==> src/rtl/trap_pkg.sv <==
package trap_pkg;
  typedef struct packed {
    logic capture;
    logic useSwi;
    logic pushPc;
    logic pushSt;
    logic popSt;
    logic popPc;
    logic loadEntry;
    logic loadReturn;
  } trapStrobes_t;

  typedef enum logic [2:0] {
    ST_IDLE, ST_PUSH_PC, ST_PUSH_ST, ST_ENTER, ST_POP_ST, ST_POP_PC, ST_RESUME
  } trapState_t;
endpackage

==> src/rtl/trapCtrl.sv <==
module trapCtrl
  import trap_pkg::*;
(
  input  logic         clk,
  input  logic         rstN,
  input  logic         irqReq,
  input  logic         swiReq,
  input  logic         retReq,
  input  logic         ieBit,
  output trapStrobes_t strobes,
  output logic         busy
);
  trapState_t state, nextState;

  logic takeSwi, takeRet, takeIrq;

  always_comb begin
    takeSwi = (state == ST_IDLE) && swiReq;
    takeRet = (state == ST_IDLE) && !swiReq && retReq;
    takeIrq = (state == ST_IDLE) && !swiReq && !retReq && irqReq && ieBit;
  end

  always_comb begin
    nextState = state;
    case (state)
      ST_IDLE: begin
        if (takeSwi || takeIrq) nextState = ST_PUSH_PC;
        else if (takeRet)       nextState = ST_POP_ST;
      end
      ST_PUSH_PC: nextState = ST_PUSH_ST;
      ST_PUSH_ST: nextState = ST_ENTER;
      ST_ENTER:   nextState = ST_IDLE;
      ST_POP_ST:  nextState = ST_POP_PC;
      ST_POP_PC:  nextState = ST_RESUME;
      ST_RESUME:  nextState = ST_IDLE;
      default:    nextState = ST_IDLE;
    endcase
  end

  always_ff @(posedge clk) begin
    if (!rstN) state <= ST_IDLE;
    else       state <= nextState;
  end

  always_comb begin
    strobes            = '0;
    strobes.capture    = takeSwi || takeIrq;
    strobes.useSwi     = takeSwi;
    strobes.pushPc     = (state == ST_PUSH_PC);
    strobes.pushSt     = (state == ST_PUSH_ST);
    strobes.loadEntry  = (state == ST_ENTER);
    strobes.popSt      = (state == ST_POP_ST);
    strobes.popPc      = (state == ST_POP_PC);
    strobes.loadReturn = (state == ST_RESUME);
  end

  assign busy = (state != ST_IDLE);

  AST_NO_ACCEPT_WHILE_BUSY: assert property (@(posedge clk) disable iff (!rstN)
    busy |-> !strobes.capture) else $error("capture while busy");
  AST_IRQ_NEEDS_ENABLE: assert property (@(posedge clk) disable iff (!rstN)
    (strobes.capture && !strobes.useSwi) |-> ieBit) else $error("irq taken with IE clear");
  AST_ENTRY_BUSY_SPAN: assert property (@(posedge clk) disable iff (!rstN)
    strobes.capture |=> busy ##1 busy ##1 busy ##1 !busy) else $error("entry length");
  AST_SWI_PRIORITY: assert property (@(posedge clk) disable iff (!rstN)
    (!busy && swiReq) |-> strobes.useSwi) else $error("swi lost priority");
endmodule

==> src/rtl/trapDatapath.sv <==
module trapDatapath
  import trap_pkg::*;
#(
  parameter int DW        = 32,
  parameter int AW        = 16,
  parameter int ID_W      = 4,
  parameter int MODE_BIT  = 0,
  parameter int IE_BIT    = 1,
  parameter logic [DW-1:0] IRQ_BASE  = 32'h0000_0100,
  parameter logic [DW-1:0] SWI_BASE  = 32'h0000_0200,
  parameter logic [AW-1:0] STACK_TOP = 16'h0080
)(
  input  logic            clk,
  input  logic            rstN,
  input  trapStrobes_t    strobes,
  input  logic [ID_W-1:0] irqId,
  input  logic [ID_W-1:0] swiNum,
  input  logic [DW-1:0]   curPc,
  input  logic [DW-1:0]   curStatus,
  output logic [AW-1:0]   stkAddr,
  output logic            stkWrEn,
  output logic [DW-1:0]   stkWrData,
  output logic            stkRdEn,
  input  logic [DW-1:0]   stkRdData,
  output logic            pcLoad,
  output logic [DW-1:0]   pcValue,
  output logic            statusLoad,
  output logic [DW-1:0]   statusValue
);
  localparam int OFS_W = ID_W + 2;

  logic [AW-1:0]   sp;
  logic [DW-1:0]   savedPc, savedSt, vecAddr;
  logic [ID_W-1:0] pickedId;
  logic [DW-1:0]   idOffset, entryStatus;

  always_comb begin
    pickedId    = strobes.useSwi ? swiNum : irqId;
    idOffset    = DW'({pickedId, 2'b00});
    entryStatus = savedSt;
    entryStatus[MODE_BIT] = 1'b1;
    entryStatus[IE_BIT]   = 1'b0;
  end

  always_ff @(posedge clk) begin
    if (!rstN) begin
      sp      <= STACK_TOP;
      savedPc <= '0;
      savedSt <= '0;
      vecAddr <= '0;
    end else begin
      if (strobes.capture) begin
        savedPc <= curPc;
        savedSt <= curStatus;
        vecAddr <= (strobes.useSwi ? SWI_BASE : IRQ_BASE) + idOffset;
      end
      if (strobes.pushPc || strobes.pushSt) sp <= sp - AW'(1);
      if (strobes.popSt) begin
        savedSt <= stkRdData;
        sp      <= sp + AW'(1);
      end
      if (strobes.popPc) begin
        savedPc <= stkRdData;
        sp      <= sp + AW'(1);
      end
    end
  end

  always_comb begin
    stkWrEn     = strobes.pushPc || strobes.pushSt;
    stkRdEn     = strobes.popSt || strobes.popPc;
    stkAddr     = stkWrEn ? (sp - AW'(1)) : sp;
    stkWrData   = strobes.pushPc ? savedPc : savedSt;
    pcLoad      = strobes.loadEntry || strobes.loadReturn;
    statusLoad  = pcLoad;
    pcValue     = strobes.loadEntry ? vecAddr : savedPc;
    statusValue = strobes.loadEntry ? entryStatus : savedSt;
  end

  AST_ONE_STACK_OP: assert property (@(posedge clk) disable iff (!rstN)
    !(stkWrEn && stkRdEn)) else $error("read and write together");
  AST_PUSH_DESCENDS: assert property (@(posedge clk) disable iff (!rstN)
    strobes.pushPc |=> (stkWrEn && stkAddr == $past(stkAddr) - AW'(1))) else $error("push order");
  AST_POP_ASCENDS: assert property (@(posedge clk) disable iff (!rstN)
    strobes.popSt |=> (stkRdEn && stkAddr == $past(stkAddr) + AW'(1))) else $error("pop order");
  AST_ENTRY_SUPERVISOR: assert property (@(posedge clk) disable iff (!rstN)
    strobes.loadEntry |-> (statusValue[MODE_BIT] && !statusValue[IE_BIT])) else $error("entry mode");
  AST_RETURN_RESTORES: assert property (@(posedge clk) disable iff (!rstN)
    strobes.popPc |=> (pcLoad && pcValue == $past(stkRdData))) else $error("return pc");
endmodule

==> src/rtl/trapSequencer.sv <==
module trapSequencer
  import trap_pkg::*;
#(
  parameter int DW        = 32,
  parameter int AW        = 16,
  parameter int ID_W      = 4,
  parameter int MODE_BIT  = 0,
  parameter int IE_BIT    = 1,
  parameter logic [DW-1:0] IRQ_BASE  = 32'h0000_0100,
  parameter logic [DW-1:0] SWI_BASE  = 32'h0000_0200,
  parameter logic [AW-1:0] STACK_TOP = 16'h0080
)(
  input  logic            clk,
  input  logic            rstN,
  input  logic            irqReq,
  input  logic [ID_W-1:0] irqId,
  input  logic            swiReq,
  input  logic [ID_W-1:0] swiNum,
  input  logic            retReq,
  input  logic [DW-1:0]   curPc,
  input  logic [DW-1:0]   curStatus,
  output logic            busy,
  output logic [AW-1:0]   stkAddr,
  output logic            stkWrEn,
  output logic [DW-1:0]   stkWrData,
  output logic            stkRdEn,
  input  logic [DW-1:0]   stkRdData,
  output logic            pcLoad,
  output logic [DW-1:0]   pcValue,
  output logic            statusLoad,
  output logic [DW-1:0]   statusValue
);
  trapStrobes_t strobes;

  trapCtrl uCtrl (
    .clk(clk), .rstN(rstN), .irqReq(irqReq), .swiReq(swiReq), .retReq(retReq),
    .ieBit(curStatus[IE_BIT]), .strobes(strobes), .busy(busy)
  );

  trapDatapath #(
    .DW(DW), .AW(AW), .ID_W(ID_W), .MODE_BIT(MODE_BIT), .IE_BIT(IE_BIT),
    .IRQ_BASE(IRQ_BASE), .SWI_BASE(SWI_BASE), .STACK_TOP(STACK_TOP)
  ) uData (
    .clk(clk), .rstN(rstN), .strobes(strobes), .irqId(irqId), .swiNum(swiNum),
    .curPc(curPc), .curStatus(curStatus), .stkAddr(stkAddr), .stkWrEn(stkWrEn),
    .stkWrData(stkWrData), .stkRdEn(stkRdEn), .stkRdData(stkRdData),
    .pcLoad(pcLoad), .pcValue(pcValue), .statusLoad(statusLoad), .statusValue(statusValue)
  );
endmodule

==> config.mk <==
export PLATFORM = sky130hd
export DESIGN_NAME = trapSequencer
export DESIGN_NICKNAME = d
export VERILOG_FILES = /design/src/rtl/trap_pkg.sv /design/src/rtl/trapCtrl.sv /design/src/rtl/trapDatapath.sv /design/src/rtl/trapSequencer.sv
export SDC_FILE = /design/constraint.sdc
export NUM_CORES = 1
export LEC_CHECK = 0
export BUFFER_PORTS_ARGS = -buffer_cell sky130_fd_sc_hd__buf_2
export CAP_MARGIN = 20
export CELL_PAD_IN_SITES_DETAIL_PLACEMENT = 1
export CELL_PAD_IN_SITES_GLOBAL_PLACEMENT = 2
export CORE_MARGIN = 1.5
export CORE_UTILIZATION = 29
export CTS_CLUSTER_DIAMETER = 200
export CTS_CLUSTER_SIZE = 10
export DETAILED_ROUTE_END_ITERATION = 7
export HOLD_SLACK_MARGIN = 0.05
export MAX_ROUTING_LAYER = met4
export PLACE_DENSITY = 0.9
export SYNTH_ARGS = -nofsm -noshare
export SYNTH_HDL_FRONTEND = slang
export SYNTH_HIERARCHICAL = 1
export SYNTH_SLANG_ARGS = --single-unit
==> constraint.sdc <==
create_clock -name clk -period 6.1 [get_ports clk]
set_clock_uncertainty 0.15 [all_clocks]
set_input_delay 0.61 -clock clk [delete_from_list [all_inputs] [get_ports clk]]
set_output_delay 0.61 -clock clk [all_outputs]
set_load 0.02 [all_outputs]
After elaboration in Yosys (flattened, before gate mapping)
Cells that the tools add are included.
{ "totals": {"wordCells": 46, "latch_bits": 0, "ff_bits": 115, "output_inout_bits": 117, "n_memories": 0, "romBits": 0, "input_bits": 109, "ram_bits": 0} }
{ "op_classes": {"bitwise": 0, "shifts": 0, "n_eq_ne": 7, "reduce_logical": 16, "addsub": 3, "n_div": 0, "muxes": 15, "n_mul": 0, "n_lt_le_gt_ge": 0} }
{ "ops": {"columns": ["cell", "count"], "rows": [
  ["32-bit 2-to-1 mux", 6],
  ["16-bit 2-to-1 mux", 3],
  ["32-bit by 6-bit adder with 32-bit output", 1],
  ["16-bit by 1-bit adder with 16-bit output (second input constant)", 1],
  ["16-bit by 1-bit subtractor with 16-bit output (second input constant)", 1],
  ["3-bit one-hot mux with 5 select lines", 1],
  ["10-bit 2-to-1 mux", 1],
  ["3-bit == test (second input constant)", 3],
  ["3-bit by 2-bit == test with 1-bit output (second input constant)", 2],
  ["1-bit logical AND", 6],
  ["3-bit 2-to-1 mux", 2],
  ["1-bit logical OR", 4],
  ["4-bit 2-to-1 mux", 1],
  ["2-bit nonzero test", 2],
  ["3-bit by 1-bit == test with 1-bit output (second input constant)", 1],
  ["3-bit zero test", 1],
  ["3-bit by 2-bit != test with 1-bit output (second input constant)", 1],
  ["3-bit nonzero test", 1],
  ["1-bit zero test", 2],
  ["2-bit 2-to-1 mux", 1]
]} }

Depth between registers and ports, before layout
Gate-level depths: netlist (run 1).
{ "logic_depth": {"word_depth": 8, "depth_mapped": 9, "mapped_depth_nobuf": 7} }

Cells and area by module
Netlist (run 1), hierarchy kept.
{ "modules_own_cells": {"columns": ["module", "cells_per_inst", "area_per_inst_um2", "seq_area_each_um2", "n_inst"], "rows": [
  ["trapDatapath", 637, 5352.6, 1721.7, 1],
  ["trapCtrl", 25, 209.0, 60.1, 1]
]} }

Worst setup path after synthesis (run 1)
Ideal clock, no wire load.
{ "synth_path": {"path_kind": "register to output", "startpoint": "reg uCtrl.state[0]", "endpoint": "out stkAddr[12]", "stages_incl_launch_ff": 7, "slack_ns": 3.343, "t_arrival_ns": 1.997, "required_ns": 5.340, "path_cell_list": "dfxtp_1 -> nor3b_1 -> buf_2 -> o21ai_0 -> nor3_1 -> nand3_1 -> xnor2_1"} }
{ "synth_lines": {"columns": ["element", "line", "rtl"], "rows": [
  ["start: declaration", "trapCtrl.sv:13", "trapState_t state, nextState;"],
  ["start signal: assignment", "trapCtrl.sv:42", "else state <= nextState;"],
  ["end: declaration", "trapSequencer.sv:23", "output logic [AW-1:0] stkAddr,"]
]} }

==> results.py, run 1 <==
metrics = {
    "synthesis": {
        "synth_seq_cells": 89,
        "async_flop_share_pct": 0,
        "syn_area_um2": 5560,
        "synthCells": 662,
        "synth_edf_count": 0,
        "yosysSeqAreaShare_pct": 32.0,
        "avgSynthCellArea_um2": 8.40,
        "synth_cell_type_count": 52,
        "synthFlopType": "dfxtp_1",
        "yosys_warnings": 6,
        "synth_nets": 773,
    },
    "clock_network": {
        "cts_sinks": 89,
        "cts-buffers-inserted": 9,
        "ctsResizeCount": 0,
        "cts_setup_buffers": 0,
        "clk_latency_ns": 0.34,
        "clk_pin_slew_ns": 0.07,
        "cts_tree": "built",
        "cts.hold.buffers_added": 0,
        "cts_buffer_depth": 2,
        "cts_root_buf": "clkbuf_16",
        "cts_max_level": 3,
    },
    "timing": {
        "hold_violations": 0,
        "fmax_mhz": 250,
        "post-route-period-util_pct": 65.6,
        "fin_ws_ns": 2.10,
        "finalSetupViolCount": 0,
        "maxSlewViolCount": 0,
        "max-slew-margin-rel_pct": 31.3,
        "min_period_ns": 4.00,
        "rsz0062_at_grt": "no",
        "setup_tns_ns": 0,
        "worst_pin_slew_ns": 1.02,
    },
    "layout": {
        "final_core_util_pct": 36.9,
        "n_antenna_cell": 0,
        "fin_area_um2": 6920,
        "area_delta_synth_final_pct": 24.4,
        "layout-drive-gt1-share_pct": 36.0,
        "nNetsFinal": 930,
    },
    "routing": {
        "drt-initial-drc-count": 145,
        "num_vias": 5029,
        "ant_nets": 0,
        "viasPerCell": 4.76,
        "routed_wl_mm": 17.1,
        "wl_per_cell_um": 16.2,
        "drcViolationCount": 0,
        "drtPass1Iterations": 4,
    },
    "pwr": {
        "p_leak_nw": 3.28,
        "power_density_nw_per_um2": 300,
        "irDropWorstVdd_uv": 157,
    },
    "floorplan": {
        "dieArea_um2": 20000,
        "die-height_um": 141,
        "num_rows": 50,
        "core_area_um2": 18800,
        "die_x_um": 141,
        "initial_utilization_pct": 29.6,
        "io_pins": 226,
    },
    "grt": {
        "overflow": 0,
        "first_global_vias": 5208,
        "track_usage_pct": 17.6,
        "grt_pass1_wl_mm": 27.1,
        "grt_max_degree": 67,
        "grt_antenna_before_repair": 0,
    },
    "placed_design": {
        "gp_congestion": 0.795,
        "placed_area_um2": 6590,
        "dp_hpwl_mm": 12.2,
        "pre_cts_ws_ns": 2.32,
        "numPortBuffers": 225,
    },
    "critical_path": {
        "crit_path_end_kind": "output port",
        "crit_fanout": 34,
        "worstSetupStartpointType": "flip-flop",
        "path_class": "reg2out",
        "arrival_ns": 3.24,
        "crit_required_ns": 5.34,
    },
    "status": {
        "status": "complete, no violations",
    },
    "min_path": {
        "worstHoldPathType": "reg2reg",
    },
    "flow_run": {
        "max_cap_viol_count": 0,
    },
}
## sequential cells by signal, indices dropped and copies added (netlist names)
signal	flops
uData/savedPc	32
uData/savedSt	32
uData/sp	16
uData/vecAddr	6
uCtrl/state	3
## final timing paths
check / startpoint / to / slack, ns / cells past startpoint
worst min-delay path: uData/vecAddr[2]$_SDFFE_PN0P_ / uData/vecAddr[2]$_SDFFE_PN0P_ / 0.34 / 1
worst min register to register: uData/vecAddr[2]$_SDFFE_PN0P_ / uData/vecAddr[2]$_SDFFE_PN0P_ / 0.34 / 1
worst max register to register: uCtrl/state[0]$_SDFFE_PN0P_ / uData/sp[12]$_SDFF_PN0_ / 2.90 / 7
worst max-delay path: uCtrl/state[0]$_SDFFE_PN0P_ / stkAddr[6] / 2.10 / 7
## cells in the mapped netlist (2+ instances only)
cell	number	area share (%)
xor2_1	11	1.7
ha_1	2	0.45
a32oi_1	3	0.47
or2_2	2	0.22
a21oi_1	3	0.27
buf_4	32	4.3
dfxtp_1	89	32
nor3b_1	3	0.40
or4_1	2	0.27
nand3_1	7	0.63
xnor2_1	16	2.5
buf_2	10	0.90
nand2_1	84	5.7
o21ai_0	67	6.0
mux2i_1	70	13
inv_1	9	0.61
o21a_1	2	0.27
mux2_2	38	7.7
buf_6	2	0.40
o211a_1	5	0.90
and3_1	2	0.22
and2_1	77	8.7
nor4_1	2	0.22
nor2_1	15	1.0
buf_1	6	0.40
nor3_1	11	0.99
clkbuf_1	35	2.4
nand4_1	3	0.34
nor2b_1	31	3.5
## worst max-delay path, stage by stage (launching register included)
cell	delay, ns
dfxtp_1	0.50
nor3b_2	0.22
buf_4	0.46
o21ai_0	0.32
nor3_1	0.85
nand2_1	0.17
xnor2_1	0.20
buf_2	0.19
## metrics by stage
stage          total power [mW]  hold slack [ns]  std cells
6_report                   2.07            0.335       1056
5_1_grt                    2.20            0.363       1056
4_1_cts                    2.11            0.339       1056
3_5_place_dp               1.46            0.322       1042
3_3_place_gp               1.44            0.305       1042
2_1_floorplan              1.26            0.299        662
## cells in the final DEF (no fill, tap or decap), types with 2 or more instances in the layout
master | netlist | layout
nor2b_1 | 31 | 31
or4_1 | 2 | 2
o21ai_0 | 67 | 67
nor2_1 | 15 | 15
xnor2_1 | 16 | 16
a21oi_1 | 3 | 2
mux2_2 | 38 | 38
nor3b_2 | 0 | 2
dfxtp_1 | 89 | 89
buf_4 | 32 | 6
nand4_1 | 3 | 3
clkbuf_16 | 0 | 9
nor3_1 | 11 | 10
buf_2 | 10 | 225
nand3_1 | 7 | 7
nand2_1 | 84 | 84
or2_2 | 2 | 2
a32oi_1 | 3 | 3
mux2i_1 | 70 | 70
inv_1 | 9 | 9
ha_1 | 2 | 2
bufinv_16 | 0 | 3
o21a_1 | 2 | 2
xor2_1 | 11 | 11
and2_1 | 77 | 77
o211a_1 | 5 | 5
nor4_1 | 2 | 2
## metal layers
metal  part of all wire [%]  wire, um  global-route usage (%)  vias up
li1                       -         -                       -     2511
met1                     43      7420                    20.3     2382
met2                     51      8700                    31.5      126
met3                    5.0       855                    3.54       10
met4                   0.86       148                    3.91        0
met5                      0         0                       -        -
## area by class of cell
cell class / count / area [um^2]
tap: 234 / 293
clock inverter: 5 / 106
multi-input combinational: 478 / 3300
fill: 2332 / 11900
inverter: 10 / 37.5
clock buffer: 9 / 225
timing repair buffer: 231 / 1170
sequential: 89 / 1780
## power breakdown
part	switching (mW)	total [mW]	internal, mW
Clock	0.240	0.637	0.397
Combinational	0.405	0.704	0.300
Sequential	0.0797	0.731	0.651
Total	0.725	2.07	1.35
## cell families (layout without fill, tap and decap cells)
| group | count (synthesis) | after routing | synth area share (%) |
|---|---|---|---|
| AOI/OAI and AO/OA | 93 | 93 | 10.2 |
| xor gates and xnor gates | 27 | 27 | 4.25 |
| adders and majority gates | 2 | 2 | 0.450 |
| buffers and inverters | 95 | 255 | 9.07 |
| DFF | 89 | 89 | 32.0 |
| muxes | 108 | 108 | 20.3 |
| and+or+nand+nor | 248 | 248 | 23.7 |
No activity file was read; power rests on OpenSTA's default activity.
==> run 2: changes to the inputs <==
Settings changed: ABC_AREA from default to 1, CORE_UTILIZATION 29 to 22, PLACE_DENSITY 0.9 to 0.81.
Clock period 6.1 ns to 3.35 ns, I/O delays scaled along.
==> run 2 against run 1 <==
  * Sequential share of layout area shrank 0.41 points
  * Flip-flop and latch count is the same
  * Largest power group is now combinational logic
  * Critical path depth shrank 1
  * Combinational power grew to 4.2 times the previous value
  * Worst hold slack lost 0.27 ns
==> results.py, run 2 <==
metrics = {
    "critical_path": {
        "critPathLaunch": "uCtrl/state[0]$_SDFFE_PN0P_",
        "r2r_slack_ns": 0.72,
        "r2r-start": "uCtrl/state[2]$_SDFFE_PN0P_",
        "worstSetupStartpointType": "flip-flop",
        "r2r_end": "uData/savedSt[18]$_SDFFE_PN0P_",
        "crit_fanout": 21,
        "path_class": "reg2out",
        "rr_worst_depth": 8,
        "crit_path_end_kind": "output port",
        "crit_required_ns": 2.86,
        "crit_path_max_incr_delay_ns": 0.45,
        "path_cells": "nor2_2, nand2_1, inv_1, nor2_4, inv_1, buf_2",
        "worstSetupEndpoint": "stkRdEn",
        "cp_slowest_cell": "inv_1",
        "crit_top_cell": "inv_1",
        "arrival_ns": 2.24,
    },
    "timing": {
        "fmax_mhz": 367,
        "post-route-period-util_pct": 81.3,
        "fin_ws_ns": 0.626,
        "worst_pin_slew_ns": 0.777,
        "rsz0062_at_grt": "no",
        "finalSetupViolCount": 0,
        "setup_tns_ns": 0,
        "maxSlewViolCount": 0,
        "max-slew-margin-rel_pct": 48.2,
        "min_period_ns": 2.72,
        "hold_violations": 0,
    },
    "clock_network": {
        "cts_sinks": 89,
        "cts-buffers-inserted": 9,
        "cts_tree": "built",
        "cts_max_level": 3,
        "ctsResizeCount": 0,
        "cts_setup_buffers": 0,
        "cts_root_buf": "clkbuf_16",
        "cts.hold.buffers_added": 18,
        "clk_pin_slew_ns": 0.08,
        "clk_latency_ns": 0.35,
        "cts_buffer_depth": 2,
    },
    "routing": {
        "drt-initial-drc-count": 263,
        "wl_per_cell_um": 17.0,
        "drtPass1Iterations": 4,
        "viasPerCell": 4.68,
        "routed_wl_mm": 22.2,
        "ant_nets": 0,
        "drcViolationCount": 0,
        "num_vias": 6112,
    },
    "layout": {
        "final_core_util_pct": 29.8,
        "layout-drive-gt1-share_pct": 30.2,
        "nNetsFinal": 1086,
        "nFillCells": 3048,
        "reg_top3": "uData/savedPc x32, uData/savedSt x32, uData/sp x16",
        "multi_input_area_um2": 2800,
        "fin_area_um2": 7030,
        "final_common_cell": "buf_2",
        "final_cell_mix": "225 x buf_2, 145 x nand2_1, 123 x nor2_1",
        "regArea_um2": 1780,
        "fin_cells": 1306,
        "area_delta_synth_final_pct": 31.7,
    },
    "synthesis": {
        "synthCells": 793,
        "yosysSeqAreaShare_pct": 33.4,
        "yosys_warnings": 6,
        "synth_edf_count": 0,
        "synth_top_area_share_pct": 33.4,
        "synth_commonest_cells": "145 x nand2_1, 124 x nor2_1, 89 x dfxtp_1",
        "synth_cell_type_count": 33,
        "synth_seq_cells": 89,
        "async_flop_share_pct": 0,
        "synth_nets": 904,
        "yosysMostFrequentCell": "nand2_1",
        "synth_top_area_cell": "dfxtp_1",
        "synthTopCellsByArea": "dfxtp_1 33%, o221ai_1 11%, nand2_1 10%",
        "syn_area_um2": 5340,
        "synthFlopType": "dfxtp_1",
        "avgSynthCellArea_um2": 6.73,
    },
    "grt": {
        "track_usage_pct": 18.0,
        "first_global_vias": 6272,
        "grt_max_degree": 55,
        "grt_pass1_wl_mm": 35.3,
        "overflow": 0,
        "grt_antenna_before_repair": 7,
    },
    "floorplan": {
        "core_area_um2": 23600,
        "dieArea_um2": 25200,
        "num_rows": 56,
        "initial_utilization_pct": 22.6,
        "die-height_um": 159,
        "io_pins": 226,
        "die_x_um": 159,
    },
    "placed_design": {
        "pre_cts_ws_ns": 0.728,
        "dp_cells": 1265,
        "dp_hpwl_mm": 16.1,
        "gp_congestion": 0.814,
        "numPortBuffers": 225,
        "placed_area_um2": 6520,
    },
    "pwr": {
        "power_density_nw_per_um2": 804,
        "power.switching_mw": 2.83,
        "p_leak_nw": 3.39,
        "pwr-share-comb_pct": 51.8,
        "pwr-share-seq_pct": 29.3,
        "irDropWorstVdd_uv": 250,
        "clkPwrFrac_pct": 18.9,
        "power.internal_mw": 2.82,
        "netSwitchingFraction_pct": 50.1,
    },
    "status": {
        "status": "complete, no violations",
    },
    "min_path": {
        "worstHoldPathType": "in2reg",
    },
    "flow_run": {
        "max_cap_viol_count": 0,
    },
}
-- run 2: changes by cell type after synthesis, sizes merged, moves of 64 or more --
cell and delta:
o221ai +64, nor2 +126, nand2 +65, inv +67, mux2i -70, and2 -76
-- run 2: worst min path at each step --
| stage | start | to | slack [ns] | depth (start not counted) |
|---|---|---|---|---|
| 3_5_place_dp | uData/vecAddr[9]$_SDFFE_PN0P_ | uData/vecAddr[9]$_SDFFE_PN0P_ | 0.31 | 2 |
| 3_3_place_gp | uData/vecAddr[9]$_SDFFE_PN0P_ | uData/vecAddr[9]$_SDFFE_PN0P_ | 0.30 | 2 |
| 5_1_grt | curStatus[7] | uData/savedSt[7]$_SDFFE_PN0P_ | 0.05 | 3 |
| 6_report | curStatus[6] | uData/savedSt[6]$_SDFFE_PN0P_ | 0.06 | 3 |
| 4_1_cts | curStatus[20] | uData/savedSt[20]$_SDFFE_PN0P_ | 0.05 | 3 |
| 2_1_floorplan | uData/vecAddr[9]$_SDFFE_PN0P_ | uData/vecAddr[9]$_SDFFE_PN0P_ | 0.29 | 2 |
-- run 2: cells by family after synthesis --
group / share of synthesized area, %
and+or+nand+nor: 33.5
buffers and inverters: 14.3
AOI/OAI and AO/OA: 17.0
DFF: 33.4
xor gates and xnor gates: 1.31
adders and majority gates: 0.469
-- run 2: final cells by class --
| type | count | area share (%) |
|---|---|---|
| sequential | 89 | 25.3 |
| tap | 319 | 5.68 |
| clock buffer | 9 | 3.20 |
| timing repair buffer | 256 | 20.3 |
| clock inverter | 7 | 1.23 |
| inverter | 77 | 4.11 |
| antenna | 7 | 0.249 |
| multi-input combinational | 542 | 39.9 |
-- run 2: power by group through the flow --
stage          sequential [mW]  combinational, mW  clock, mW
5_1_grt                   1.71               3.22       1.14
6_report                  1.66               2.93       1.07
3_5_place_dp              1.68               2.94          0
2_1_floorplan             1.56               2.17          0
3_3_place_gp              1.68               2.92          0
4_1_cts                   1.66               2.97       1.11
-- run 2: metal layers --
| layer | global-route usage [%] | vias up | share of wire, % |
|---|---|---|---|
| li1 | - | 3000 | - |
| met1 | 22.1 | 2928 | 46 |
| met2 | 30.1 | 167 | 48 |
| met3 | 3.68 | 17 | 4.9 |
| met4 | 4.81 | 0 | 1.3 |
| met5 | - | - | 0 |
-- run 2: worst max-delay path, delay by kind of cell (launching register included) --
family,cells,cell delay (ns)
buffers and inverters,3,0.88
DFF,1,0.41
and+or+nand+nor,3,0.60
-- run 2: metrics by stage --
step	power [mW]	hold WS [ns]
CTS	5.74	0.0500
detailed placement	4.62	0.310
floorplan	3.73	0.290
global route	6.07	0.0508
finish	5.65	0.0640
global placement	4.59	0.303
==> run 3: changes to the inputs <==
Settings changed: CORE_UTILIZATION 22 to 25, PLACE_DENSITY 0.81 to 0.87.
Clock period 3.35 ns to 2.6 ns, I/O delays scaled along.
==> run 3 against run 2 <==
  * Clock power is 24% higher
  * Die area is 12% lower
  * Flip-flop and latch count stayed put
  * Global-route usage is 2.6 points higher
  * Critical path type unchanged
  * Highest routed layer unchanged
  * Worst hold slack better by 0.0077 ns
  * Largest power group unchanged
==> results.py, run 3 (synthesis gave the netlist of run 2 again) <==
metrics = {
    "routing": {
        "ant_nets": 0,
        "num_vias": 6303,
        "drtPass1Iterations": 4,
        "wl_per_cell_um": 17.0,
        "viasPerCell": 4.82,
        "drcViolationCount": 0,
        "drt-initial-drc-count": 287,
        "routed_wl_mm": 22.2,
    },
    "grt": {
        "overflow": 0,
        "first_global_vias": 6552,
        "grt_pass1_wl_mm": 34.9,
        "track_usage_pct": 20.7,
        "grt_antenna_before_repair": 2,
        "grt_max_degree": 61,
    },
    "critical_path": {
        "crit_path_max_incr_delay_ns": 0.38,
        "r2r-start": "uCtrl/state[0]$_SDFFE_PN0P_",
        "crit_required_ns": 2.19,
        "critPathLaunch": "uCtrl/state[2]$_SDFFE_PN0P_",
        "path_cells": "inv_2, nand3_1, inv_1, inv_1, nand2_4, nand3_2, nor2_4, nand2_1, xor2_1, buf_2",
        "cp_top_family": "simple AND/OR/NAND/NOR gates",
        "worstPathBufferInverterCount": 4,
        "path_class": "reg2out",
        "crit_fanout": 6,
        "arrival_ns": 1.99,
        "cp_slowest_cell": "dfxtp_1",
        "crit_path_end_kind": "output port",
        "crit_top_cell": "inv_1",
        "worstSetupStartpointType": "flip-flop",
    },
    "layout": {
        "reg_top3": "uData/savedPc x32, uData/savedSt x32, uData/sp x16",
        "final_common_cell": "buf_2",
        "regArea_um2": 1780,
        "nNetsFinal": 1137,
        "nFillCells": 2707,
        "layout-drive-gt1-share_pct": 29.4,
        "fin_cells": 1308,
        "final_cell_mix": "225 x buf_2, 145 x nand2_1, 122 x nor2_1",
        "multi_input_area_um2": 2800,
        "area_delta_synth_final_pct": 39.4,
    },
    "timing": {
        "rsz0062_at_grt": "no",
        "worst_pin_slew_ns": 0.574,
        "max-slew-margin-rel_pct": 61.8,
        "setup_tns_ns": 0,
        "min_period_ns": 2.40,
        "finalSetupViolCount": 0,
        "fmax_mhz": 417,
        "post-route-period-util_pct": 92.1,
        "hold_violations": 0,
        "maxSlewViolCount": 0,
    },
    "clock_network": {
        "cts_buffer_depth": 2,
        "cts_tree": "built",
        "clk_pin_slew_ns": 0.08,
        "cts_sinks": 89,
        "cts_root_buf": "clkbuf_16",
        "cts-buffers-inserted": 9,
        "cts_max_level": 3,
        "clk_latency_ns": 0.36,
    },
    "pwr": {
        "power.internal_mw": 3.68,
        "power.switching_mw": 3.65,
        "pwr-share-comb_pct": 52.6,
        "p_leak_nw": 3.59,
        "netSwitchingFraction_pct": 49.8,
        "power_density_nw_per_um2": 985,
        "clkPwrFrac_pct": 18.2,
        "irDropWorstVdd_uv": 376,
        "pwr-share-seq_pct": 29.2,
    },
    "floorplan": {
        "dieArea_um2": 22200,
        "die-height_um": 149,
        "core_area_um2": 21000,
        "die_x_um": 149,
        "initial_utilization_pct": 25.5,
        "io_pins": 226,
        "num_rows": 53,
    },
    "placed_design": {
        "dp_hpwl_mm": 15.5,
        "numPortBuffers": 225,
        "gp_congestion": 0.853,
        "dp_cells": 1223,
    },
    "flow_run": {
        "max_cap_viol_count": 0,
    },
    "min_path": {
        "worstHoldPathType": "in2reg",
        "worstHoldStart": "stkRdData[27]",
    },
    "status": {
        "status": "complete, no violations",
    },
}
run 3: cell count changes in the layout (fill, tap and decap cells not counted), sizes merged:
cell         previous run  this run
inv                    78        79
dlygate4sd3            18        64
clkinvlp                0         3
diode                   7         2
buf                   238       243
clkinv                  6         2
run 3: worst register-to-register path, delay by kind of cell (launching register included):
kind,cells,cell delay [ns]
AOI/OAI and AO/OA,1,0.16
buffers and inverters,4,0.73
DFF,1,0.41
and+or+nand+nor,4,0.62
run 3: timing repair:
| item | CTS | global route |
|---|---|---|
| hold buffers | 64 | 0 |
| endpoints found under the hold margin | 64 | 0 |
| setup endpoints to repair | 0 | 3 |
| resized for setup | 0 | 3 |
| setup buffers | 0 | 3 |
run 3: power by group through the flow:
stage	clock (mW)	combinational [mW]	sequential, mW
2_1_floorplan	0	2.79	2.01
3_3_place_gp	0	3.73	2.15
3_5_place_dp	0	3.76	2.16
4_1_cts	1.38	3.85	2.13
5_1_grt	1.44	4.26	2.20
6_report	1.33	3.85	2.14
run 3: path summary, 6_finish.rpt:
check	end	slack, ns	depth (start not counted)
worst min register to register	uData/vecAddr[9]$_SDFFE_PN0P_	0.32	2
worst max register to register	uData/sp[4]$_SDFF_PN0_	0.44	9
worst max-delay path	stkAddr[12]	0.20	10
worst min-delay path	uData/savedPc[27]$_SDFFE_PN0P_	0.07	3
run 3: layer usage:
metal	part of all wire [%]	track usage (%)
met1	45	25.6
met2	48	34.2
met3	4.9	3.91
met4	1.3	5.69
met5	0	-
run 3: stage by stage:
step | total power, mW | setup WS (ns) | hold slack, ns | area [um^2] | utilization [%]
after CTS | 7.37 | 0.0855 | 0.0627 | 7400 | 35.3
final | 7.33 | 0.204 | 0.0718 | 7440 | 35.5
after global routing | 7.89 | 0.00769 | 0.0796 | 7440 | 35.5
after detailed placement | 5.92 | 0.398 | 0.326 | 6470 | 30.9
after global placement | 5.88 | 0.453 | 0.303 | 6470 | 30.9
after floorplan | 4.80 | 0.657 | 0.249 | 5340 | -
run 3: final cells by class:
| type | instances | share of cell area (%) |
|---|---|---|
| Antenna cell | 2 | 0.0673 |
| Clock buffer | 9 | 3.03 |
| Clock inverter | 7 | 0.925 |
| Inverter | 77 | 3.94 |
| Multi-Input combinational cell | 542 | 37.7 |
| Sequential cell | 89 | 23.9 |
| Tap cell | 275 | 4.62 |
| Timing Repair Buffer | 307 | 25.8 |
